===== src/rtl/dbgts_pkg.sv =====
package dbgts_pkg;
    localparam int DATA_W = 32;
    localparam int CNT_W  = 2 * DATA_W;

    localparam int OFS_CTRL    = 'h00;
    localparam int OFS_CNT_LO  = 'h04;
    localparam int OFS_CNT_HI  = 'h08;
    localparam int OFS_SCRATCH = 'h14;
    localparam int OFS_DUMMY   = 'h18;

    localparam logic [DATA_W-1:0] DUMMY_RST = 32'h0000_FFFF;

    localparam int CTRL_EN_BIT   = 0;
    localparam int CTRL_LOAD_BIT = 1;

    typedef enum logic {
        CNT_HALT = 1'b0,
        CNT_RUN  = 1'b1
    } cnt_state_e;
endpackage


===== src/rtl/dbgts_tick.sv =====
module dbgts_tick #(
    parameter int DIV_CYCLES = 24,
    parameter int SLOW_STEP  = 31,
    parameter int STEP_W     = $clog2(SLOW_STEP + 1)
) (
    input  logic              clk,
    input  logic              rst_n,
    input  logic              slow_sel,
    input  logic              slow_tick,
    output logic              tick,
    output logic [STEP_W-1:0] step
);
    localparam int DIV_W = (DIV_CYCLES > 1) ? $clog2(DIV_CYCLES) : 1;
    localparam logic [DIV_W-1:0] DIV_LAST = DIV_W'(DIV_CYCLES - 1);

    logic [DIV_W-1:0] div_q;
    logic             div_tick;

    assign div_tick = (div_q == '0);

    always_ff @(posedge clk or negedge rst_n) begin
        if (!rst_n)        div_q <= DIV_LAST;
        else if (div_tick) div_q <= DIV_LAST;
        else               div_q <= div_q - 1'b1;
    end

    assign tick = slow_sel ? slow_tick : div_tick;
    assign step = slow_sel ? STEP_W'(SLOW_STEP) : STEP_W'(1);

    // the divider pulse is never longer than one cycle
    a_r2_div_single: assert property (@(posedge clk) disable iff (!rst_n)
        (div_tick && (DIV_CYCLES > 1)) |=> !div_tick);
endmodule


===== src/rtl/dbgts_count.sv =====
module dbgts_count
    import dbgts_pkg::*;
#(
    parameter int STEP_W = 5
) (
    input  logic              clk,
    input  logic              rst_n,
    input  logic              en_wr,
    input  logic              en_wdata,
    input  logic              load,
    input  logic [CNT_W-1:0]  load_val,
    input  logic              tick,
    input  logic [STEP_W-1:0] step,
    output logic [CNT_W-1:0]  cnt,
    output logic              running
);
    cnt_state_e state_q, state_d;
    logic en_req, rise, adv;

    assign en_req  = en_wr ? en_wdata : (state_q == CNT_RUN);
    assign running = (state_q == CNT_RUN);

    always_ff @(posedge clk or negedge rst_n) begin
        if (!rst_n) state_q <= CNT_RUN;
        else        state_q <= state_d;
    end

    always_comb begin
        state_d = state_q;
        rise    = 1'b0;
        adv     = 1'b0;
        unique case (state_q)
            CNT_HALT: begin
                rise    = en_req;
                state_d = en_req ? CNT_RUN : CNT_HALT;
            end
            CNT_RUN: begin
                adv     = en_req && tick;
                state_d = en_req ? CNT_RUN : CNT_HALT;
            end
        endcase
    end

    always_ff @(posedge clk or negedge rst_n) begin
        if (!rst_n)    cnt <= '0;
        else if (load) cnt <= load_val;
        else if (rise) cnt <= '0;
        else if (adv)  cnt <= cnt + CNT_W'(step);
    end

    // a load always lands, whatever else happens in that cycle
    a_r7_load_wins: assert property (@(posedge clk) disable iff (!rst_n)
        load |=> cnt == $past(load_val));
    // the START transition zeroes the count
    a_r5_start_clear: assert property (@(posedge clk) disable iff (!rst_n)
        (state_q == CNT_HALT && en_req && !load) |=> cnt == '0);
    // the count holds while halted
    a_r5_halt_hold: assert property (@(posedge clk) disable iff (!rst_n)
        (state_q == CNT_HALT && !en_req && !load) |=> $stable(cnt));
    // advances by the step, modulo 2^64
    a_r4_advance: assert property (@(posedge clk) disable iff (!rst_n)
        (adv && !load) |=> cnt == $past(cnt) + CNT_W'($past(step)));
endmodule


===== src/rtl/dbgts_regs.sv =====
module dbgts_regs
    import dbgts_pkg::*;
#(
    parameter int ADDR_W = 5
) (
    input  logic              clk,
    input  logic              rst_n,
    input  logic              wr_en,
    input  logic              rd_en,
    input  logic [ADDR_W-1:0] addr,
    input  logic [DATA_W-1:0] wdata,
    input  logic [CNT_W-1:0]  cnt,
    input  logic              running,
    output logic              ctrl_wr,
    output logic              ctrl_en,
    output logic              load,
    output logic [CNT_W-1:0]  load_val,
    output logic [DATA_W-1:0] rdata
);
    logic hit_ctrl, hit_lo, hit_hi, hit_scr, hit_dmy, hit_any;
    logic [DATA_W-1:0] shadow_lo, shadow_hi, scratch_q, dummy_q, hold_hi;

    assign hit_ctrl = (addr == ADDR_W'(OFS_CTRL));
    assign hit_lo   = (addr == ADDR_W'(OFS_CNT_LO));
    assign hit_hi   = (addr == ADDR_W'(OFS_CNT_HI));
    assign hit_scr  = (addr == ADDR_W'(OFS_SCRATCH));
    assign hit_dmy  = (addr == ADDR_W'(OFS_DUMMY));
    assign hit_any  = hit_ctrl | hit_lo | hit_hi | hit_scr | hit_dmy;

    assign ctrl_wr  = wr_en && hit_ctrl;
    assign ctrl_en  = wdata[CTRL_EN_BIT];
    assign load     = ctrl_wr && wdata[CTRL_LOAD_BIT];
    assign load_val = {shadow_hi, shadow_lo};

    always_ff @(posedge clk or negedge rst_n) begin
        if (!rst_n) begin
            shadow_lo <= '0;
            shadow_hi <= '0;
            scratch_q <= '0;
            dummy_q   <= DUMMY_RST;
        end else if (wr_en) begin
            if (hit_lo)  shadow_lo <= wdata;
            if (hit_hi)  shadow_hi <= wdata;
            if (hit_scr) scratch_q <= wdata;
            if (hit_dmy) dummy_q   <= wdata;
        end
    end

    always_ff @(posedge clk or negedge rst_n) begin
        if (!rst_n)                hold_hi <= '0;
        else if (rd_en && hit_lo)  hold_hi <= cnt[CNT_W-1:DATA_W];
    end

    always_comb begin
        rdata = '0;
        if (rd_en) begin
            if (hit_ctrl)     rdata = {{(DATA_W-1){1'b0}}, running};
            else if (hit_lo)  rdata = cnt[DATA_W-1:0];
            else if (hit_hi)  rdata = hold_hi;
            else if (hit_scr) rdata = scratch_q;
            else if (hit_dmy) rdata = dummy_q;
        end
    end

    // a low-word read freezes the live high word
    a_r8_capture: assert property (@(posedge clk) disable iff (!rst_n)
        (rd_en && hit_lo) |=> hold_hi == $past(cnt[CNT_W-1:DATA_W]));
    // unmapped reads return zero
    a_r10_unmapped: assert property (@(posedge clk) disable iff (!rst_n)
        (rd_en && !hit_any) |-> rdata == '0);
    // control upper bits read as zero
    a_r6_ctrl_zero: assert property (@(posedge clk) disable iff (!rst_n)
        (rd_en && hit_ctrl) |-> rdata[DATA_W-1:1] == '0);
endmodule


===== src/rtl/dbgts_top.sv =====
module dbgts_top
    import dbgts_pkg::*;
#(
    parameter int ADDR_W     = 5,
    parameter int DIV_CYCLES = 24,
    parameter int SLOW_STEP  = 31
) (
    input  logic              clk,
    input  logic              rst_n,
    input  logic              slow_sel,
    input  logic              slow_tick,
    input  logic              wr_en,
    input  logic              rd_en,
    input  logic [ADDR_W-1:0] addr,
    input  logic [31:0]       wdata,
    output logic [31:0]       rdata
);
    localparam int STEP_W = $clog2(SLOW_STEP + 1);

    logic              tick, running, ctrl_wr, ctrl_en, load;
    logic [STEP_W-1:0] step;
    logic [CNT_W-1:0]  cnt, load_val;

    dbgts_tick #(
        .DIV_CYCLES(DIV_CYCLES),
        .SLOW_STEP (SLOW_STEP),
        .STEP_W    (STEP_W)
    ) u_tick (
        .clk      (clk),
        .rst_n    (rst_n),
        .slow_sel (slow_sel),
        .slow_tick(slow_tick),
        .tick     (tick),
        .step     (step)
    );

    dbgts_count #(.STEP_W(STEP_W)) u_count (
        .clk     (clk),
        .rst_n   (rst_n),
        .en_wr   (ctrl_wr),
        .en_wdata(ctrl_en),
        .load    (load),
        .load_val(load_val),
        .tick    (tick),
        .step    (step),
        .cnt     (cnt),
        .running (running)
    );

    dbgts_regs #(.ADDR_W(ADDR_W)) u_regs (
        .clk     (clk),
        .rst_n   (rst_n),
        .wr_en   (wr_en),
        .rd_en   (rd_en),
        .addr    (addr),
        .wdata   (wdata),
        .cnt     (cnt),
        .running (running),
        .ctrl_wr (ctrl_wr),
        .ctrl_en (ctrl_en),
        .load    (load),
        .load_val(load_val),
        .rdata   (rdata)
    );
endmodule


===== config.mk =====
export PLATFORM = sky130hd
export DESIGN_NAME = dbgts_top
export DESIGN_NICKNAME = d
export VERILOG_FILES = /design/src/rtl/dbgts_pkg.sv /design/src/rtl/dbgts_tick.sv /design/src/rtl/dbgts_count.sv /design/src/rtl/dbgts_regs.sv /design/src/rtl/dbgts_top.sv
export SDC_FILE = /design/constraint.sdc
export NUM_CORES = 1
export LEC_CHECK = 0
export BUFFER_PORTS_ARGS = -buffer_cell sky130_fd_sc_hd__buf_2
export CAP_MARGIN = 10
export CORE_MARGIN = 10
export CORE_UTILIZATION = 37
export CTS_CLUSTER_SIZE = 20
export DETAILED_ROUTE_END_ITERATION = 7
export GPL_TIMING_DRIVEN = 1
export PLACE_DENSITY = 0.61
export SYNTH_ARGS = -nofsm -noshare
export SYNTH_HDL_FRONTEND = slang
export SYNTH_HIERARCHICAL = 1
export SYNTH_SLANG_ARGS = --single-unit

===== constraint.sdc =====
create_clock -name clk -period 4.3 [get_ports clk]
set_input_delay 0.215 -clock clk [delete_from_list [all_inputs] [get_ports clk]]
set_output_delay 0.215 -clock clk [all_outputs]
set_load 0.05 [all_outputs]

==> results of run 1 <==
==> per-stage QoR <==
step / power [mW] / worst slack (ps)
after floorplan: 3.30 / 1660
after global placement: 3.66 / 1170
after detailed placement: 3.69 / 1100
after CTS: 5.94 / 1080
after global routing: 6.17 / 754
final: 5.90 / 1030
==> per-layer routing <==
metal / wire length (um) / track usage, % / up-vias
met5: 0 / 0 / -
met4: 925 / 5.10 / 0
met3: 1970 / 1.99 / 66
met2: 19200 / 33.7 / 332
met1: 16700 / 25.5 / 4983
li1: - / - / 4323
==> cells in the mapped netlist, drive strengths merged (5+ instances only) <==
cell type | number | area [um2]
dfrtp | 209 | 5230
mux2 | 162 | 1820
nand2 | 104 | 398
a21oi | 88 | 440
o21ai | 42 | 210
buf | 40 | 303
nand3 | 38 | 203
nor2 | 37 | 165
clkbuf | 34 | 128
a22oi | 33 | 248
o211a | 31 | 310
o22ai | 31 | 194
nand4 | 30 | 209
dfstp | 21 | 552
nor3 | 18 | 95.1
nor4 | 13 | 109
o31ai | 13 | 103
a31oi | 11 | 68.8
inv | 10 | 37.5
a21o | 9 | 67.6
a211oi | 8 | 65.1
o2bb2a | 8 | 80.1
and3 | 7 | 43.8
and4 | 7 | 61.3
o211ai | 7 | 52.6
or3 | 7 | 43.8
xnor2 | 7 | 61.3
ha | 6 | 75.1
a22o | 5 | 43.8
a2bb2oi | 5 | 43.8
and2 | 5 | 31.3
nand2b | 5 | 31.3
nor2b | 5 | 31.3
o311ai | 5 | 43.8
or4 | 5 | 41.3
==> logic make-up (layout without fill, tap and decap cells) <==
kind of cell    Yosys count  count (layout)
buf+inv                  84             185
flops                   230             230
compound gates          317             317
fa+ha+maj                 7               7
simple gates            288             288
xor+xnor                 11              11
other cells               1               1
mux                     163             163
==> flip-flops by register name, summed over array words and instances (netlist names) <==
name              count
u_regs/shadow_hi     32
u_regs/hold_hi       32
u_count/cnt          64
u_tick/div_q          5
u_regs/scratch_q     32
u_count/running       1
u_regs/dummy_q       32
u_regs/shadow_lo     32
==> power groups by stage <==
stage / registers, mW / logic (mW) / clock network, mW
6_report: 2.76 / 0.919 / 2.22
5_1_grt: 2.80 / 1.01 / 2.35
4_1_cts: 2.76 / 0.918 / 2.26
3_5_place_dp: 2.80 / 0.894 / 0
3_3_place_gp: 2.78 / 0.874 / 0
2_1_floorplan: 2.69 / 0.607 / 0
==> area by class of cell <==
cell class	instances	area share [%]
clock inverter	11	0.606
clock buffer	38	5.54
multi-input combinational	787	41.6
tap	435	3.93
inverter	10	0.271
timing repair buffer	126	6.22
sequential	230	41.8
==> worst max-delay path, cell delays in order (launching register included) <==
cell	delay (ps)
sky130_fd_sc_hd__dfstp_2	370
sky130_fd_sc_hd__inv_1	50
sky130_fd_sc_hd__ha_1	190
sky130_fd_sc_hd__nor2b_1	180
sky130_fd_sc_hd__nand2_1	110
sky130_fd_sc_hd__o21ai_0	400
sky130_fd_sc_hd__nand2_1	460
sky130_fd_sc_hd__a211oi_2	680
sky130_fd_sc_hd__nand2_1	230
sky130_fd_sc_hd__or4_1	440
sky130_fd_sc_hd__nand3_1	90
==> path summary, 6_finish.rpt <==
path / from / to / slack [ps] / cells past startpoint
setup / recovery: u_tick/div_q[0] / u_count/cnt[27] / 1030 / 10
setup reg to reg: u_tick/div_q[0] / u_count/cnt[27] / 1030 / 10
hold / removal: wdata[23] / u_regs/shadow_lo[23] / 5 / 2
min in group asynchronous: rst_n / u_regs/scratch_q[28] / 290 / 2
max in group asynchronous: rst_n / u_count/running / 2970 / 3
hold reg to reg: u_tick/div_q[0] / u_tick/div_q[0] / 460 / 1
==> what timing repair did <==
| item | CTS | global route |
|---|---|---|
| hold buffers | 31 | 0 |
| hold endpoints to repair | 206 | 0 |
| endpoints found under the setup margin | 0 | 0 |
| resized for setup | 0 | 0 |
==> flow_metrics.py, run 1 <==
metrics = {
    "status": {
        "outcome": "complete, no violations",
    },
    "logic_synthesis": {
        "synth_top_family_by_area": "compound AO/OA/AOI/OAI gates",
        "asr_flop_ratio_synth_pct": 100,
        "yosysUniqueCellTypes": 76,
        "synth_cells": 1101,
        "synth_fa_ha_area_share_pct": 0.793,
        "synth.yosys.warnings": 6,
        "ys_seq_area_share_pct": 48.2,
        "synth_enable_flop_cells": 0,
        "synthesis.nets": 1151,
        "synth-simple-area-share_pct": 12.7,
        "post_synth_mux_area_share_pct": 15.3,
        "synthFlopType": "sky130_fd_sc_hd__dfrtp_1",
        "synth-compound-area-share_pct": 18.2,
        "synth.ff_latch_count": 230,
        "syn_area_um2": 12000,
        "synthesis.area_per_instance_um2": 10.9,
        "synth_xor_area_share_pct": 0.804,
    },
    "setup_path": {
        "crit_path_end_kind": "flip-flop",
        "critical_path_required_ps": 4780,
        "cp-start-kind": "flip-flop",
        "crit_fanout": 11,
        "arrival_worst_endpoint_ps": 3740,
        "worstSetupPathType": "flip-flop to flip-flop",
    },
    "routing": {
        "detailedRoute.firstPassIterationCount": 5,
        "detailed_router_s_first_iteration_violation_count": 871,
        "final_antenna_net_count": 0,
        "detail_route.wl_per_cell_um": 23.7,
        "detail_route.wirelength_um": 38900,
        "drt_drc_violations_left": 0,
        "post_drt_via_cell_ratio": 5.93,
        "num_vias": 9704,
    },
    "global_route": {
        "grt_start_max_net_pins": 102,
        "overflow": 0,
        "antenna_found_initial": 0,
        "grt_pass1_vias": 10000,
        "grt_first_pass_wirelength_um": 61000,
        "globalRouteTotalUtil_pct": 19.5,
    },
    "floorplan": {
        "floorplan.rows": 65,
        "dieArea_um2": 40000,
        "num_io_pins": 75,
        "die-width_um": 200,
        "initial_utilization_pct": 37.7,
        "floorplan.die.height_um": 200,
        "core_area_um2": 31800,
    },
    "layout": {
        "finish.cell_count_without_fillers": 1637,
        "areaGrowthSynthToFinish_pct": 15.4,
        "post-route-util_pct": 43.5,
        "drive_gt1_share_pct": 22.6,
        "mostFrequentLayoutCell": "sky130_fd_sc_hd__dfrtp_1",
        "layout_common_cells": "209 x sky130_fd_sc_hd__dfrtp_1, 103 x sky130_fd_sc_hd__nand2_1, 87 x sky130_fd_sc_hd__a21oi_1",
        "final_nets": 1232,
        "antenna_cells_inserted": 0,
        "multi_input_area_um2": 5760,
        "area.sequential_um2": 5780,
        "filler_cell_count": 3042,
        "finish.instance_area_um2": 13800,
    },
    "placement": {
        "weighted_congestion_at_the_end_of_routability_driven_global_placement": 0.965,
        "post-place-cells": 1557,
        "dpl_cell_area_um2": 12700,
        "place.detailed.hpwl_um": 27200,
        "place.port_buffers": 74,
    },
    "sta": {
        "min_period_over_period_pct": 76.0,
        "worst_slew_margin_rel_pct": 30.9,
        "finalMaxSlewViolations": 0,
        "timing.final.crit_period_ps": 3270,
        "finalSetupViolations": 0,
        "hold-worst-slack_ps": 5.38,
        "fmax_mhz": 306,
        "finClkSkew_ps": 10.5,
        "worstMarginPinSlew_ps": 1030,
        "setup-tns-final_ps": 0,
        "final_hold_violating_endpoints": 0,
        "grt_setup_unrepaired": "no",
    },
    "clocking": {
        "cts_root_buf": "sky130_fd_sc_hd__clkbuf_16",
        "worstSkewPairLatency_ps": 540,
        "tritoncts.num_buffers": 27,
        "cts_tree": "built",
        "clk_pin_slew_worst_paths_ps": 60,
        "cts-root-to-sink-buffers": 3,
        "postCtsSetupRepairBufs": 0,
        "clock_sinks": 230,
        "h-tree-depth": 1,
    },
    "power": {
        "vdd.ir_drop.worst_mv": 0.339,
        "pwr-share-clk_pct": 37.6,
        "power.sequential.fraction_pct": 46.8,
        "swShare_pct": 29.3,
        "comb_power_share_pct": 15.6,
        "power.density_cell_area_nw_per_um2": 426,
        "power.net_switching_mw": 1.73,
        "p_int_mw": 4.17,
        "power.leakage_nw": 6.17,
    },
    "worst_hold_path": {
        "hold_path.class": "input port to flip-flop",
    },
    "run": {
        "drv.max_cap_violation_count": 0,
    },
}
(Power assumes the default switching activity.)
==> run 2: changes to the inputs <==
--- a/config.mk
+++ b/config.mk
@@ -12,7 +12,7 @@
 export CTS_CLUSTER_SIZE = 20
 export DETAILED_ROUTE_END_ITERATION = 7
 export GPL_TIMING_DRIVEN = 1
-export PLACE_DENSITY = 0.61
+export PLACE_DENSITY = 0.63
 export SYNTH_ARGS = -nofsm -noshare
 export SYNTH_HDL_FRONTEND = slang
 export SYNTH_HIERARCHICAL = 1
==> constraint.sdc (replaced) <==
create_clock -name clk -period 2.95 [get_ports clk]
set_input_delay 0.1475 -clock clk [delete_from_list [all_inputs] [get_ports clk]]
set_output_delay 0.1475 -clock clk [all_outputs]
set_load 0.05 [all_outputs]
==> flow_metrics.py, run 2 (same netlist as run 1, synthesis figures left out) <==
metrics = {
    "placement": {
        "post-place-cells": 1603,
        "place.detailed.hpwl_um": 28400,
        "pre_cts_ws_ps": 60.6,
        "place.port_buffers": 74,
        "weighted_congestion_at_the_end_of_routability_driven_global_placement": 0.982,
    },
    "setup_path": {
        "ff2ff_setup_slack_ps": 60,
        "crit-reg2reg-capture": "u_count/cnt[46]",
        "worstSetupPathType": "flip-flop to flip-flop",
        "worst_r2r_path_depth": 9,
        "cp-start-kind": "flip-flop",
        "arrival_worst_endpoint_ps": 3320,
        "startpoint": "u_count/cnt[0]",
        "crit_path_end_kind": "flip-flop",
        "critical_path_required_ps": 3380,
        "regToRegStartpoint": "u_count/cnt[0]",
        "crit_fanout": 4,
    },
    "layout": {
        "areaGrowthSynthToFinish_pct": 18.7,
        "mostFrequentLayoutCell": "sky130_fd_sc_hd__dfrtp_1",
        "post-route-util_pct": 44.8,
        "regMostFlops": "u_count/cnt",
        "layout_common_cells": "209 x sky130_fd_sc_hd__dfrtp_1, 103 x sky130_fd_sc_hd__nand2_1, 87 x sky130_fd_sc_hd__a21oi_1",
        "final_nets": 1279,
        "antenna_cells_inserted": 0,
        "drive_gt1_share_pct": 25.7,
        "largest_reg_flops": 64,
        "finish.cell_count_without_fillers": 1682,
    },
    "floorplan": {
        "dieArea_um2": 40000,
        "die-width_um": 200,
        "floorplan.rows": 65,
        "num_io_pins": 75,
        "initial_utilization_pct": 37.7,
        "core_area_um2": 31800,
        "floorplan.die.height_um": 200,
    },
    "routing": {
        "detail_route.wl_per_cell_um": 23.8,
        "post_drt_via_cell_ratio": 5.96,
        "detail_route.wirelength_um": 40100,
        "drt_drc_violations_left": 0,
        "detailed_router_s_first_iteration_violation_count": 814,
        "final_antenna_net_count": 0,
        "detailedRoute.firstPassIterationCount": 6,
        "num_vias": 10000,
    },
    "global_route": {
        "grt_pass1_vias": 10100,
        "globalRouteTotalUtil_pct": 20.0,
        "grt_first_pass_wirelength_um": 62300,
        "antenna_found_initial": 0,
        "overflow": 0,
        "grt_start_max_net_pins": 66,
    },
    "clocking": {
        "worstSkewPairLatency_ps": 540,
        "clock_sinks": 230,
        "cts_tree": "built",
        "h-tree-depth": 1,
        "cts_root_buf": "sky130_fd_sc_hd__clkbuf_16",
        "tritoncts.num_buffers": 25,
        "clk_pin_slew_worst_paths_ps": 70,
        "postCtsSetupRepairBufs": 0,
        "cts-root-to-sink-buffers": 3,
    },
    "power": {
        "finalPower_mw": 8.63,
        "power.density_cell_area_nw_per_um2": 606,
        "power.leakage_nw": 6.40,
        "vdd.ir_drop.worst_mv": 0.484,
    },
    "sta": {
        "worstMarginPinSlew_ps": 732,
        "finalMaxSlewViolations": 0,
        "final_hold_violating_endpoints": 0,
        "min_period_over_period_pct": 97.9,
        "worst_slew_margin_rel_pct": 51.2,
        "setup-tns-final_ps": 0,
        "timing.final.crit_period_ps": 2890,
        "fmax_mhz": 346,
        "finClkSkew_ps": 14.4,
        "setup_slack_ps": 61.9,
        "grt_setup_unrepaired": "no",
        "finalSetupViolations": 0,
    },
    "worst_hold_path": {
        "hold_path.class": "input port to asynchronous set/reset pin",
    },
    "status": {
        "outcome": "complete, no violations",
    },
    "run": {
        "drv.max_cap_violation_count": 0,
    },
}
-- run 2: cell types whose count changed in the layout (fill, tap and decap cells not counted), sizes merged --
cell / change
buf: +47
dlygate4sd3: +2
clkinvlp: +2
clkinv: -3
clkbuf: -3
-- run 2: through the flow --
stage	hold slack [ps]	cell area [um2]
2_1_floorplan	-148	12000
3_3_place_gp	145	13100
3_5_place_dp	145	13100
4_1_cts	173	14200
5_1_grt	205	14200
6_report	170	14200
-- run 2: what timing repair did --
item,in CTS,in global routing
hold endpoints to repair,189,0
hold buffers,33,0
resized for setup,0,4
endpoints found under the setup margin,0,8
-- run 2: how the worst max path moves through the flow --
| stage | to | slack [ps] | cells past startpoint |
|---|---|---|---|
| final | u_count/cnt[46] | 60 | 9 |
| after global routing | u_count/cnt[12] | 30 | 10 |
| after CTS | u_count/cnt[50] | 50 | 9 |
| after detailed placement | u_count/cnt[50] | 60 | 9 |
| after global placement | u_count/cnt[62] | 160 | 9 |
| after floorplan | u_count/cnt[50] | 310 | 10 |
-- run 2: critical path: stages (launching register included) --
cell,delay (ps)
sky130_fd_sc_hd__dfrtp_1,390
sky130_fd_sc_hd__ha_1,200
sky130_fd_sc_hd__inv_1,70
sky130_fd_sc_hd__fa_1,410
sky130_fd_sc_hd__nor2b_1,240
sky130_fd_sc_hd__o2111ai_2,230
sky130_fd_sc_hd__a211oi_1,630
sky130_fd_sc_hd__nand4_1,200
sky130_fd_sc_hd__o21ai_0,180
sky130_fd_sc_hd__o2bb2a_1,230
-- run 2: per-layer routing --
metal	GRT usage (%)	wire length [um]
met3	2.53	2200
met4	6.00	1140
met2	34.3	19700
met1	25.6	17000
met5	0	0
-- run 2: layout make-up --
type	count	area [um2]
Multi-Input combinational cell	787	5770
Fill cell	2962	17600
Tap cell	435	544
Sequential cell	230	5780
Inverter	10	37.5
Clock inverter	10	83.8
Timing Repair Buffer	175	1280
Clock buffer	35	733
-- run 2: power by group --
part	total [mW]	internal (mW)	leakage, nW	switching [mW]
Combinational	1.46	0.621	3.03	0.838
Clock	3.16	1.82	0.404	1.34
Sequential	4.01	3.64	2.96	0.368
Total	8.63	6.08	6.40	2.55
==> run 3: changes to the inputs <==
--- a/config.mk
+++ b/config.mk
@@ -13,6 +13,7 @@
 export DETAILED_ROUTE_END_ITERATION = 7
 export GPL_TIMING_DRIVEN = 1
 export PLACE_DENSITY = 0.63
+export REMOVE_ABC_BUFFERS = 1
 export SYNTH_ARGS = -nofsm -noshare
 export SYNTH_HDL_FRONTEND = slang
 export SYNTH_HIERARCHICAL = 1
==> constraint.sdc (replaced) <==
create_clock -name clk -period 2.95 [get_ports clk]
set_input_delay 0.1475 -clock clk [delete_from_list [all_inputs] [get_ports clk]]
set_output_delay 0.1475 -clock clk [all_outputs]
set_load 0.01 [all_outputs]
==> flow_metrics.py, run 3 (same netlist as run 1, synthesis figures left out) <==
metrics = {
    "setup_path": {
        "arrival_worst_endpoint_ps": 3150,
        "crit-reg2reg-capture": "u_count/cnt[48]",
        "worstSetupPathType": "flip-flop to flip-flop",
        "worst_r2r_path_depth": 10,
        "ff2ff_setup_slack_ps": 210,
        "crit_fanout": 5,
        "cp-start-kind": "flip-flop",
        "regToRegStartpoint": "u_count/cnt[0]",
        "crit_path_end_kind": "flip-flop",
        "critical_path_required_ps": 3360,
    },
    "floorplan": {
        "die-width_um": 200,
        "num_io_pins": 75,
        "floorplan.die.height_um": 200,
        "core_area_um2": 31800,
        "initial_utilization_pct": 37.7,
        "floorplan.rows": 65,
        "dieArea_um2": 40000,
    },
    "layout": {
        "mostFrequentLayoutCell": "sky130_fd_sc_hd__dfrtp_1",
        "drive_gt1_share_pct": 24.9,
        "largest_reg_flops": 64,
        "filler_cell_count": 3021,
        "layout_common_cells": "209 x sky130_fd_sc_hd__dfrtp_1, 103 x sky130_fd_sc_hd__nand2_1, 87 x sky130_fd_sc_hd__a21oi_1",
        "antenna_cells_inserted": 0,
        "regMostFlops": "u_count/cnt",
        "finish.cell_count_without_fillers": 1681,
        "post-route-util_pct": 44.7,
        "final_nets": 1277,
        "areaGrowthSynthToFinish_pct": 18.5,
    },
    "placement": {
        "post-place-cells": 1600,
        "place.port_buffers": 74,
        "place.detailed.hpwl_um": 26400,
        "pre_cts_ws_ps": 175,
        "weighted_congestion_at_the_end_of_routability_driven_global_placement": 0.959,
    },
    "power": {
        "finalPower_mw": 8.63,
        "power.density_cell_area_nw_per_um2": 607,
        "vdd.ir_drop.worst_mv": 0.402,
        "power.leakage_nw": 6.38,
    },
    "clocking": {
        "clock_sinks": 230,
        "postCtsSetupRepairBufs": 0,
        "tritoncts.num_buffers": 27,
        "cts-root-to-sink-buffers": 3,
        "clk_pin_slew_worst_paths_ps": 60,
        "cts_tree": "built",
        "h-tree-depth": 1,
        "worstSkewPairLatency_ps": 540,
        "cts_root_buf": "sky130_fd_sc_hd__clkbuf_16",
    },
    "sta": {
        "fmax_mhz": 365,
        "worstMarginPinSlew_ps": 1050,
        "timing.final.crit_period_ps": 2740,
        "finalSetupViolations": 0,
        "min_period_over_period_pct": 92.8,
        "setup_slack_ps": 213,
        "grt_setup_unrepaired": "no",
        "final_hold_violating_endpoints": 0,
        "hold-worst-slack_ps": 173,
        "finalMaxSlewViolations": 0,
        "finClkSkew_ps": 11.1,
        "worst_slew_margin_rel_pct": 29.8,
    },
    "routing": {
        "drt_drc_violations_left": 0,
        "post_drt_via_cell_ratio": 5.79,
        "detailed_router_s_first_iteration_violation_count": 622,
        "num_vias": 9740,
        "detail_route.wirelength_um": 37700,
        "final_antenna_net_count": 0,
        "detailedRoute.firstPassIterationCount": 5,
        "detail_route.wl_per_cell_um": 22.4,
    },
    "status": {
        "outcome": "complete, no violations",
    },
    "global_route": {
        "antenna_found_initial": 0,
        "globalRouteTotalUtil_pct": 18.6,
        "overflow": 0,
        "grt_first_pass_wirelength_um": 58600,
        "grt_start_max_net_pins": 95,
        "grt_pass1_vias": 9861,
    },
    "run": {
        "drv.max_cap_violation_count": 0,
    },
    "worst_hold_path": {
        "hold_path.class": "input port to asynchronous set/reset pin",
    },
}
-- run 3: cell count changes in the layout (fill, tap and decap cells not counted), sizes merged --
cell	before	now
clkbuf	35	42
clkinv	6	5
inv	11	10
buf	142	138
clkinvlp	2	0
-- run 3: how the worst max path moves through the flow --
stage               cells after the start            start              end  slack, ps
floorplan                               6          addr[1]  u_count/cnt[20]      -1190
global placement                       10   u_count/cnt[0]  u_count/cnt[26]        290
detailed placement                     10   u_count/cnt[0]  u_count/cnt[44]        170
CTS                                    10   u_count/cnt[0]  u_count/cnt[44]        180
global route                           10  u_tick/div_q[0]  u_count/cnt[35]         80
finish                                 10   u_count/cnt[0]  u_count/cnt[48]        210
-- run 3: per-stage QoR --
step | instance area, um2 | TNS [ps]
final | 14200 | 0
after global routing | 14200 | 0
after CTS | 14200 | 0
after detailed placement | 13000 | 0
after global placement | 13000 | 0
after floorplan | 11600 | -110540
-- run 3: routing by layer --
| layer | global-route usage, % | vias to the layer above | wire length, um |
|---|---|---|---|
| met5 | 0 | - | 0 |
| met4 | 4.37 | 0 | 923 |
| met3 | 3.33 | 68 | 1990 |
| met2 | 30.1 | 269 | 17400 |
| met1 | 25.3 | 4996 | 17400 |
| li1 | - | 4407 | - |
-- run 3: where the power goes --
part,internal [mW],switching (mW)
sequential,3.64,0.371
combinational,0.615,0.784
clock,1.91,1.30
total,6.17,2.45
-- run 3: final cells by class --
cell class	count	area, um2	area share, %
well taps	435	544	3.83
flip-flops and latches	230	5780	40.7
clock inverters	6	55.1	0.387
repair buffers	171	1230	8.65
inverters	10	37.5	0.264
multi-input cells	787	5770	40.6
clock buffers	42	792	5.57
-- run 3: timing repair --
action,4_1_cts,5_1_grt
hold buffers,33,0
endpoints found under the hold margin,191,0
gates resized for setup,0,1
endpoints found under the setup margin,0,1
-- run 3: worst max-delay path, stage by stage (launching register included) --
cell and delay (ps):
sky130_fd_sc_hd__dfrtp_1 370, sky130_fd_sc_hd__ha_1 180, sky130_fd_sc_hd__inv_1 60, sky130_fd_sc_hd__fa_1 390, sky130_fd_sc_hd__nor2b_1 180, sky130_fd_sc_hd__o2111ai_1 210, sky130_fd_sc_hd__a21oi_1 440, sky130_fd_sc_hd__buf_4 220
sky130_fd_sc_hd__nand4_1 130, sky130_fd_sc_hd__o21ai_0 300, sky130_fd_sc_hd__o21ai_0 130
